--- config.mk ---
export PLATFORM = sky130hd
export DESIGN_NAME = irq_moderator
export DESIGN_NICKNAME = d
export VERILOG_FILES = /design/src/rtl/irqm_band_sel.sv /design/src/rtl/irqm_frame_acc.sv /design/src/rtl/irqm_ival_timer.sv /design/src/rtl/irq_moderator.sv
export SDC_FILE = /design/constraint.sdc
export NUM_CORES = 1
export LEC_CHECK = 0
export BUFFER_PORTS_ARGS = -buffer_cell sky130_fd_sc_hd__buf_2
export CAP_MARGIN = 20
export CELL_PAD_IN_SITES_DETAIL_PLACEMENT = 0
export CELL_PAD_IN_SITES_GLOBAL_PLACEMENT = 1
export CORE_ASPECT_RATIO = 0.7
export CORE_UTILIZATION = 30
export CTS_CLUSTER_DIAMETER = 200
export DETAILED_ROUTE_END_ITERATION = 8
export PLACE_DENSITY = 0.71
export SYNTH_ARGS = -nofsm -noshare
export SYNTH_HDL_FRONTEND = slang
export SYNTH_HIERARCHICAL = 1
export SYNTH_SLANG_ARGS = --single-unit
--- constraint.sdc ---
create_clock -name clk_i -period 13.2 [get_ports clk_i]
set_clock_uncertainty 0.15 [all_clocks]
set_input_delay 1.32 -clock clk_i [delete_from_list [all_inputs] [get_ports clk_i]]
set_output_delay 1.32 -clock clk_i [all_outputs]
set_load 0.05 [all_outputs]
--- src/rtl/irqm_band_sel.sv ---
module irqm_band_sel #(
  parameter int unsigned NUM_BANDS = 4,
  parameter int unsigned PCT_W     = 7,
  parameter int unsigned CNT_W     = 16
) (
  input  logic [PCT_W-1:0]           util_i,
  input  logic [NUM_BANDS*PCT_W-1:0] bound_i,
  input  logic [NUM_BANDS*CNT_W-1:0] thresh_i,
  output logic                       match_o,
  output logic [CNT_W-1:0]           thresh_o
);
  logic [PCT_W-1:0] bnd [NUM_BANDS];
  logic [CNT_W-1:0] thr [NUM_BANDS];

  for (genvar g = 0; g < NUM_BANDS; g++) begin : g_unpack
    assign bnd[g] = bound_i[g*PCT_W +: PCT_W];
    assign thr[g] = thresh_i[g*CNT_W +: CNT_W];
  end

  // Scan from the last band down so the lowest-numbered match wins.
  always_comb begin
    match_o  = 1'b0;
    thresh_o = '0;
    for (int i = NUM_BANDS - 1; i >= 0; i--) begin
      if (util_i <= bnd[i]) begin
        match_o  = 1'b1;
        thresh_o = thr[i];
      end
    end
  end
endmodule

--- src/rtl/irqm_frame_acc.sv ---
module irqm_frame_acc #(
  parameter int unsigned CNT_W = 16
) (
  input  logic             clk_i,
  input  logic             rst_ni,
  input  logic             enable_i,
  input  logic             frame_i,
  input  logic             match_i,
  input  logic [CNT_W-1:0] thresh_i,
  output logic             fire_o,
  output logic             util_irq_o
);
  localparam logic [CNT_W-1:0] CNT_MAX = {CNT_W{1'b1}};

  logic [CNT_W-1:0] cnt_q;

  assign fire_o = enable_i && match_i && (cnt_q != '0) && (cnt_q >= thresh_i);

  always_ff @(posedge clk_i or negedge rst_ni) begin
    if (!rst_ni) begin
      cnt_q      <= '0;
      util_irq_o <= 1'b0;
    end else begin
      util_irq_o <= fire_o;
      if (!enable_i)                         cnt_q <= '0;
      else if (fire_o)                       cnt_q <= frame_i ? CNT_W'(1) : '0;
      else if (frame_i && cnt_q != CNT_MAX)  cnt_q <= cnt_q + 1'b1;
    end
  end

  assert_clear_on_fire_R6: assert property (@(posedge clk_i) disable iff (!rst_ni)
    util_irq_o |-> (cnt_q <= CNT_W'(1)));

  assert_saturate_R5: assert property (@(posedge clk_i) disable iff (!rst_ni)
    (enable_i && frame_i && !fire_o && cnt_q == CNT_MAX) |=> (cnt_q == CNT_MAX));

  assert_needs_frames_R3: assert property (@(posedge clk_i) disable iff (!rst_ni)
    (cnt_q == '0) |=> !util_irq_o);
endmodule

--- src/rtl/irqm_ival_timer.sv ---
module irqm_ival_timer #(
  parameter int unsigned TMR_W = 16
) (
  input  logic             clk_i,
  input  logic             rst_ni,
  input  logic             enable_i,
  input  logic             tick_i,
  input  logic             frame_i,
  input  logic [TMR_W-1:0] ival_i,
  input  logic             auto_cancel_i,
  input  logic             continuous_i,
  input  logic             util_fire_i,
  output logic             timer_irq_o
);
  logic [TMR_W-1:0] tmr_q;
  logic             traffic_q;
  logic             active, cancel, done;

  assign active = enable_i && (ival_i != '0);
  assign cancel = active && auto_cancel_i && util_fire_i;
  // >= keeps a shrunk interval from waiting for a wrap
  assign done   = active && tick_i && (tmr_q >= ival_i - 1'b1);

  always_ff @(posedge clk_i or negedge rst_ni) begin
    if (!rst_ni) begin
      tmr_q       <= '0;
      traffic_q   <= 1'b0;
      timer_irq_o <= 1'b0;
    end else begin
      timer_irq_o <= done && !cancel && (continuous_i || traffic_q || frame_i);
      if (!active || cancel || done) begin
        tmr_q     <= '0;
        traffic_q <= 1'b0;
      end else begin
        if (tick_i) tmr_q <= tmr_q + 1'b1;
        traffic_q <= traffic_q | frame_i;
      end
    end
  end

  assert_timer_off_R11: assert property (@(posedge clk_i) disable iff (!rst_ni)
    (ival_i == '0) |=> !timer_irq_o);

  assert_on_tick_R7: assert property (@(posedge clk_i) disable iff (!rst_ni)
    timer_irq_o |-> $past(tick_i));

  assert_cancel_wins_R10: assert property (@(posedge clk_i) disable iff (!rst_ni)
    (auto_cancel_i && util_fire_i) |=> !timer_irq_o);

  assert_idle_quiet_R8: assert property (@(posedge clk_i) disable iff (!rst_ni)
    (!continuous_i && !traffic_q && !frame_i) |=> !timer_irq_o);
endmodule

--- src/rtl/irq_moderator.sv ---
module irq_moderator #(
  parameter int unsigned NUM_BANDS = 4,
  parameter int unsigned PCT_W     = 7,
  parameter int unsigned CNT_W     = 16,
  parameter int unsigned TMR_W     = 16
) (
  input  logic                       clk_i,
  input  logic                       rst_ni,
  input  logic                       enable_i,
  input  logic                       frame_done_i,
  input  logic                       util_valid_i,
  input  logic [PCT_W-1:0]           util_pct_i,
  input  logic                       us_tick_i,
  input  logic [NUM_BANDS*PCT_W-1:0] band_bound_i,
  input  logic [NUM_BANDS*CNT_W-1:0] band_thresh_i,
  input  logic [TMR_W-1:0]           timer_ival_i,
  input  logic                       auto_cancel_i,
  input  logic                       continuous_i,
  output logic                       util_irq_o,
  output logic                       timer_irq_o
);
  logic [PCT_W-1:0] util_q;
  logic             match;
  logic [CNT_W-1:0] act_thresh;
  logic             util_fire;

  always_ff @(posedge clk_i or negedge rst_ni) begin
    if (!rst_ni)           util_q <= '0;
    else if (util_valid_i) util_q <= util_pct_i;
  end

  irqm_band_sel #(.NUM_BANDS(NUM_BANDS), .PCT_W(PCT_W), .CNT_W(CNT_W)) u_band_sel (
    .util_i   (util_q),
    .bound_i  (band_bound_i),
    .thresh_i (band_thresh_i),
    .match_o  (match),
    .thresh_o (act_thresh)
  );

  irqm_frame_acc #(.CNT_W(CNT_W)) u_frame_acc (
    .clk_i      (clk_i),
    .rst_ni     (rst_ni),
    .enable_i   (enable_i),
    .frame_i    (frame_done_i),
    .match_i    (match),
    .thresh_i   (act_thresh),
    .fire_o     (util_fire),
    .util_irq_o (util_irq_o)
  );

  irqm_ival_timer #(.TMR_W(TMR_W)) u_ival_timer (
    .clk_i         (clk_i),
    .rst_ni        (rst_ni),
    .enable_i      (enable_i),
    .tick_i        (us_tick_i),
    .frame_i       (frame_done_i),
    .ival_i        (timer_ival_i),
    .auto_cancel_i (auto_cancel_i),
    .continuous_i  (continuous_i),
    .util_fire_i   (util_fire),
    .timer_irq_o   (timer_irq_o)
  );

  assert_disabled_quiet_R12: assert property (@(posedge clk_i) disable iff (!rst_ni)
    !enable_i |=> (!util_irq_o && !timer_irq_o));

  assert_held_util_R1: assert property (@(posedge clk_i) disable iff (!rst_ni)
    !util_valid_i |=> $stable(util_q));
endmodule

Word level (Yosys, flattened, before mapping):

Cells that the tools add are included.

* register bits after elaboration: 42
* logic and storage cells: 53

* add/sub/neg operators: 3
* order comparisons: 6
* equal/unequal tests: 2
* multiplexer cells: 15
* bitwise operators: 1
* reduce and logical (&&, ||, !) cells: 20

Operator list (count)
* 16-bit two-way mux: 9
* 16-bit by 1-bit adder with 16-bit output, second input constant: 2
* 16-bit greater-or-equal comparator: 2
* 16-bit nonzero test: 2
* 7-bit less-or-equal comparator: 4
* 16-bit inequality test, second input constant: 1
* 16-bit by 1-bit subtractor with 16-bit output, second input constant: 1
* 1-bit logical AND: 11
* 1-bit two-way mux: 6
* 1-bit logical OR: 4
* 3-bit by 1-bit inequality test with 1-bit output, second input constant: 1
* 1-bit zero test: 2
* 2-bit nonzero test: 1
* 1-bit bitwise OR: 1

Logic depth before layout (Yosys ltp):

* depth after elaboration: 12
* gate-level depth with buffers: 23

Modules after synthesis:

Netlist, hierarchy kept.

By module, submodules not included
* irqm_ival_timer: instances 1, cells an instance 189, area an instance 1607.8 um^2
* irqm_frame_acc: instances 1, cells an instance 162, area an instance 1570.3 um^2
* irqm_band_sel: instances 1, cells an instance 172, area an instance 1323.8 um^2
* irq_moderator: instances 1, cells an instance 15, area an instance 291.5 um^2

Worst setup path before layout:

OpenSTA, ideal clock, no wires.

* path kind: input -> register
* from: in band_bound_i[8]
* to: reg u_ival_timer.tmr_q[14]
* setup time: 0.087 ns
* arrival: 5.380 ns
* data required time: 12.963 ns
* setup slack: 7.583 ns
* stages: 22
* buffers on the path: 2
* cell sequence: inv_1 > ha_1 > nor2b_4 > o21ai_2 > a21oi_2 > o32ai_4 > buf_8 > a221oi_2 > o31ai_2 > inv_1 > ha_1 > and4_1 > o211ai_1 > or3_4 > a31oi_4 > and2_1 > a21boi_0 > and2b_1 > o31a_1 > buf_2 > or3_1 > a211oi_2

RTL lines
* start: declaration: RTL line irq_moderator.sv:14 `input logic [NUM_BANDS*PCT_W-1:0] band_bound_i,`
* 7-bit less-or-equal comparator (*): RTL line irqm_band_sel.sv:25 `if (util_i <= bnd[i]) begin`
* 16-bit two-way mux (*) (2 in series): RTL line irqm_band_sel.sv:25
* named net act_thresh[11]: RTL line irq_moderator.sv:24 `logic [CNT_W-1:0] act_thresh;`
* 16-bit greater-or-equal comparator (*): RTL line irqm_frame_acc.sv:17 `assign fire_o = enable_i && match_i && (cnt_q != '0) && (cnt_q >= thresh_i);`
* 1-bit logical AND (*): RTL line irqm_frame_acc.sv:17
* named net util_fire: RTL line irq_moderator.sv:25 `logic util_fire;`
* 1-bit logical AND (*): RTL line irqm_ival_timer.sv:20 `assign cancel = active && auto_cancel_i && util_fire_i;`
* 1-bit logical OR (*) (2 in series): RTL line irqm_ival_timer.sv:31 `if (!active || cancel || done) begin`
* 16-bit two-way mux / 2-bit nonzero test (equally long branches)
* end signal: assignment: RTL line irqm_ival_timer.sv:35 `if (tick_i) tmr_q <= tmr_q + 1'b1;`
* end: declaration: RTL line irqm_ival_timer.sv:15 `logic [TMR_W-1:0] tmr_q;`

The timed path passes the listed nets; every way through them passes the cells marked *.
A chain may end at the register's enable or synchronous reset.

Worst setup path after layout:

* from: in band_bound_i[8]
* to: reg u_ival_timer.tmr_q[13]

The elaborated chain is that of the path after synthesis.

==> impl_metrics.ini <==
[outcome]
status = complete, no violations

[worst_setup_path]
ff2ff_path_depth = 19
crit_arrival_ps = 6550
critPathLaunchType = input port
path_class = input port to register
required_ps = 13230
cp-end-kind = register
cp_max_fo = 17

[logic_synthesis]
avgSynthCellArea_um2 = 8.91
synthDistinctLibCells = 75
yosys.area.top_type = dfrtp_1
synth_cells = 538
seq_area_frac_synth_pct = 21.9
synth_edf_count = 0
ys.warnings.count = 6
async_flop_share_pct = 100
synthAdderAreaFrac_pct = 16.7
synthFlopType = dfrtp_1
synthXorXnorAreaFrac_pct = 4.93
synth_area_um2 = 4790
synth_top_area_share_pct = 21.9
synthTopCellsByArea = dfrtp_1 (22%), ha_1 (17%), inv_1 (4.3%)
synth-compound-area-share_pct = 20.7
synth_most_common_cell = ha_1
ys_top_cells_by_count = ha_1 (64), inv_1 (55), nand2_1 (44)
syn_nets = 725
synth_top_family_by_area = simple AND/OR/NAND/NOR gates
synth-seq-cells = 42
yosys.area_share.simple_pct = 26.3
muxShareOfSynthArea_pct = 2.40

[global_route]
grt_remaining_overflow = 0
grt_pass1_vias = 4349
antenna_found_initial = 0
grt_pass1_wl_mm = 20.6
gr-usage-all-layers_pct = 15.2
grt_max_degree = 43

[route]
drt-total-wl_mm = 12.3
drt_pass1_iterations = 4
drt_iter0_markers = 159
drc = 0
antenna_left = 0
vias_per_cell = 5.08
wl_per_cell_um = 14.4
vias = 4346

[timing]
final-setup-viol-count = 0
min_period_ps = 6520
hold_violations = 0
maxSlewViolCount = 0
worst_pin_slew_ps = 846
relSlewSlack_pct = 43.6
finalSetupTns_ps = 0
rsz0062_at_grt = no
max_freq_mhz = 153
holdWs_ps = 376
timing.final.crit_share_pct = 49.4

[floorplanning]
row_count = 38
ios = 125
initial_utilization_pct = 30.8
die_x_um = 153
dieArea_um2 = 16500
coreArea_um2 = 15500
die-height_um = 108

[layout]
area_growth_pct = 20.0
multi_input_area_um2 = 3410
register_area_um2 = 1050
final_nets = 842
fill_cells = 1547
diodes = 0
drive_gt1_share_pct = 30.3

[placement]
portBuffers = 124
hpwl_mm = 10.0
gp_congestion = 0.803

[power]
clkPwrFrac_pct = 32.1
vdd_drop_max_mv = 0.0483
netSwitchingPower_mw = 0.142
cellPowerDensity_nw_per_um2 = 75.2
cellLeakagePower_nw = 2.61
total_power_mw = 0.433
internal-power_mw = 0.290
pwr-share-seq_pct = 32.1
switching_share_pct = 32.9
comb_power_share_pct = 35.9

[cts]
htreeDepth = 2
post_cts_buffers = 0
cts.reportedPaths.clkPinSlew_ps = 60
clk_latency_ps = 280
ctsResizeCount = 0
cts_tree = yes
cts_root_buf = clkbuf_16
clock-sinks = 42
cts_hold_buf = 0
cts_max_path_buffers = 2
cts_made_buffers = 5

[hold_path]
min_path_cells = 1
worst_hold_path_type = register to register

[job]
cap_violations = 0
-- metal layers --
layer / track usage [%] / routed length (um) / vias up
met3: 3.38 / 710 / 6
met2: 24.7 / 5300 / 105
met5: 0 / 0 / -
met1: 21.2 / 6230 / 2011
li1: - / - / 2224
met4: 1.59 / 72 / 0
-- power groups by stage --
stage	clock (mW)	combinational (mW)	sequential [mW]
finish	0.139	0.155	0.139
global route	0.150	0.176	0.140
CTS	0.143	0.156	0.139
detailed placement	0	0.155	0.141
global placement	0	0.150	0.141
floorplan	0	0.114	0.139
-- kinds of logic after synthesis --
| family | count (synthesis) |
|---|---|
| AOI/OAI and AO/OA | 116 |
| DFF | 42 |
| xor gates and xnor gates | 27 |
| adders and majority gates | 64 |
| muxes | 8 |
| buffers and inverters | 73 |
| and+or+nand+nor | 208 |
-- worst max-delay path, stage by stage --
cell	delay (ps)
buf_2	70
inv_1	30
ha_1	290
nor2b_4	140
o21ai_2	120
a21oi_2	90
o32ai_4	740
a221oi_2	90
o31ai_2	260
inv_1	70
ha_1	310
and4_1	280
o211ai_1	120
or3_4	420
a31oi_4	550
and2_1	240
a21boi_0	120
and2b_1	180
o31a_1	260
or4b_1	570
a211oi_1	260
-- worst paths after layout --
path,startpoint,end,slack (ps)
setup / recovery,band_bound_i[8],u_ival_timer/tmr_q[13]$_DFFE_PN0P_,6680
hold / removal,util_q[0]$_DFFE_PN0P_,util_q[0]$_DFFE_PN0P_,380
setup reg to reg,util_q[1]$_DFFE_PN0P_,u_ival_timer/tmr_q[13]$_DFFE_PN0P_,7290
hold reg to reg,util_q[0]$_DFFE_PN0P_,util_q[0]$_DFFE_PN0P_,380
max in group asynchronous,rst_ni,util_q[4]$_DFFE_PN0P_,11770
min in group asynchronous,rst_ni,u_frame_acc/cnt_q[11]$_DFFE_PN0P_,710
-- flip-flops by register name, indices dropped and copies added (netlist names) --
name and flops:
u_ival_timer/tmr_q 16, util_q 7, u_frame_acc/util_irq_o 1, u_ival_timer/traffic_q 1, u_ival_timer/timer_irq_o 1, u_frame_acc/cnt_q 16
-- metrics by stage --
step	instances	worst slack, ps	instance area (um2)	util [%]
2_1_floorplan	538	7580	4790	-
3_3_place_gp	847	6670	5560	35.8
3_5_place_dp	847	6400	5560	35.8
4_1_cts	855	6720	5730	36.9
5_1_grt	856	6280	5750	37.0
6_report	856	6680	5750	37.0
-- area by class of cell --
type | count | share of cell area (%)
repair buffers | 128 | 11.5
flip-flops and latches | 42 | 18.3
well taps | 200 | 4.35
clock buffers | 6 | 2.24
clock inverters | 2 | 0.653
inverters | 55 | 3.59
multi-input cells | 423 | 59.4
-- cells in the final DEF (no fill, tap or decap), drive strengths merged, types with 2 or more instances in the layout --
| cell type | synthesis | layout |
|---|---|---|
| nor4bb | 2 | 2 |
| o2111ai | 2 | 2 |
| or3 | 11 | 11 |
| a31oi | 3 | 3 |
| or2 | 3 | 3 |
| or4 | 4 | 4 |
| nor3 | 18 | 18 |
| a211oi | 11 | 11 |
| nand3b | 2 | 2 |
| nand2 | 44 | 44 |
| o21ai | 19 | 19 |
| nand3 | 17 | 17 |
| nor4 | 9 | 9 |
| ha | 64 | 64 |
| nor2b | 5 | 5 |
| dfrtp | 42 | 42 |
| xor2 | 4 | 4 |
| o31ai | 20 | 20 |
| nand2b | 9 | 9 |
| and2 | 3 | 3 |
| clkbuf | 6 | 6 |
| and4 | 2 | 2 |
| buf | 12 | 128 |
| o211ai | 2 | 2 |
| xnor2 | 23 | 23 |
| nor3b | 15 | 15 |
| a21oi | 26 | 26 |
| mux2 | 7 | 7 |
| inv | 55 | 55 |
| and3 | 3 | 3 |
| a221oi | 17 | 17 |
| nor4b | 4 | 4 |
| a21boi | 2 | 2 |
| nand4 | 18 | 18 |
| o41ai | 2 | 2 |
| nor2 | 36 | 36 |
Note: power is estimated with default switching activity, not from simulation.
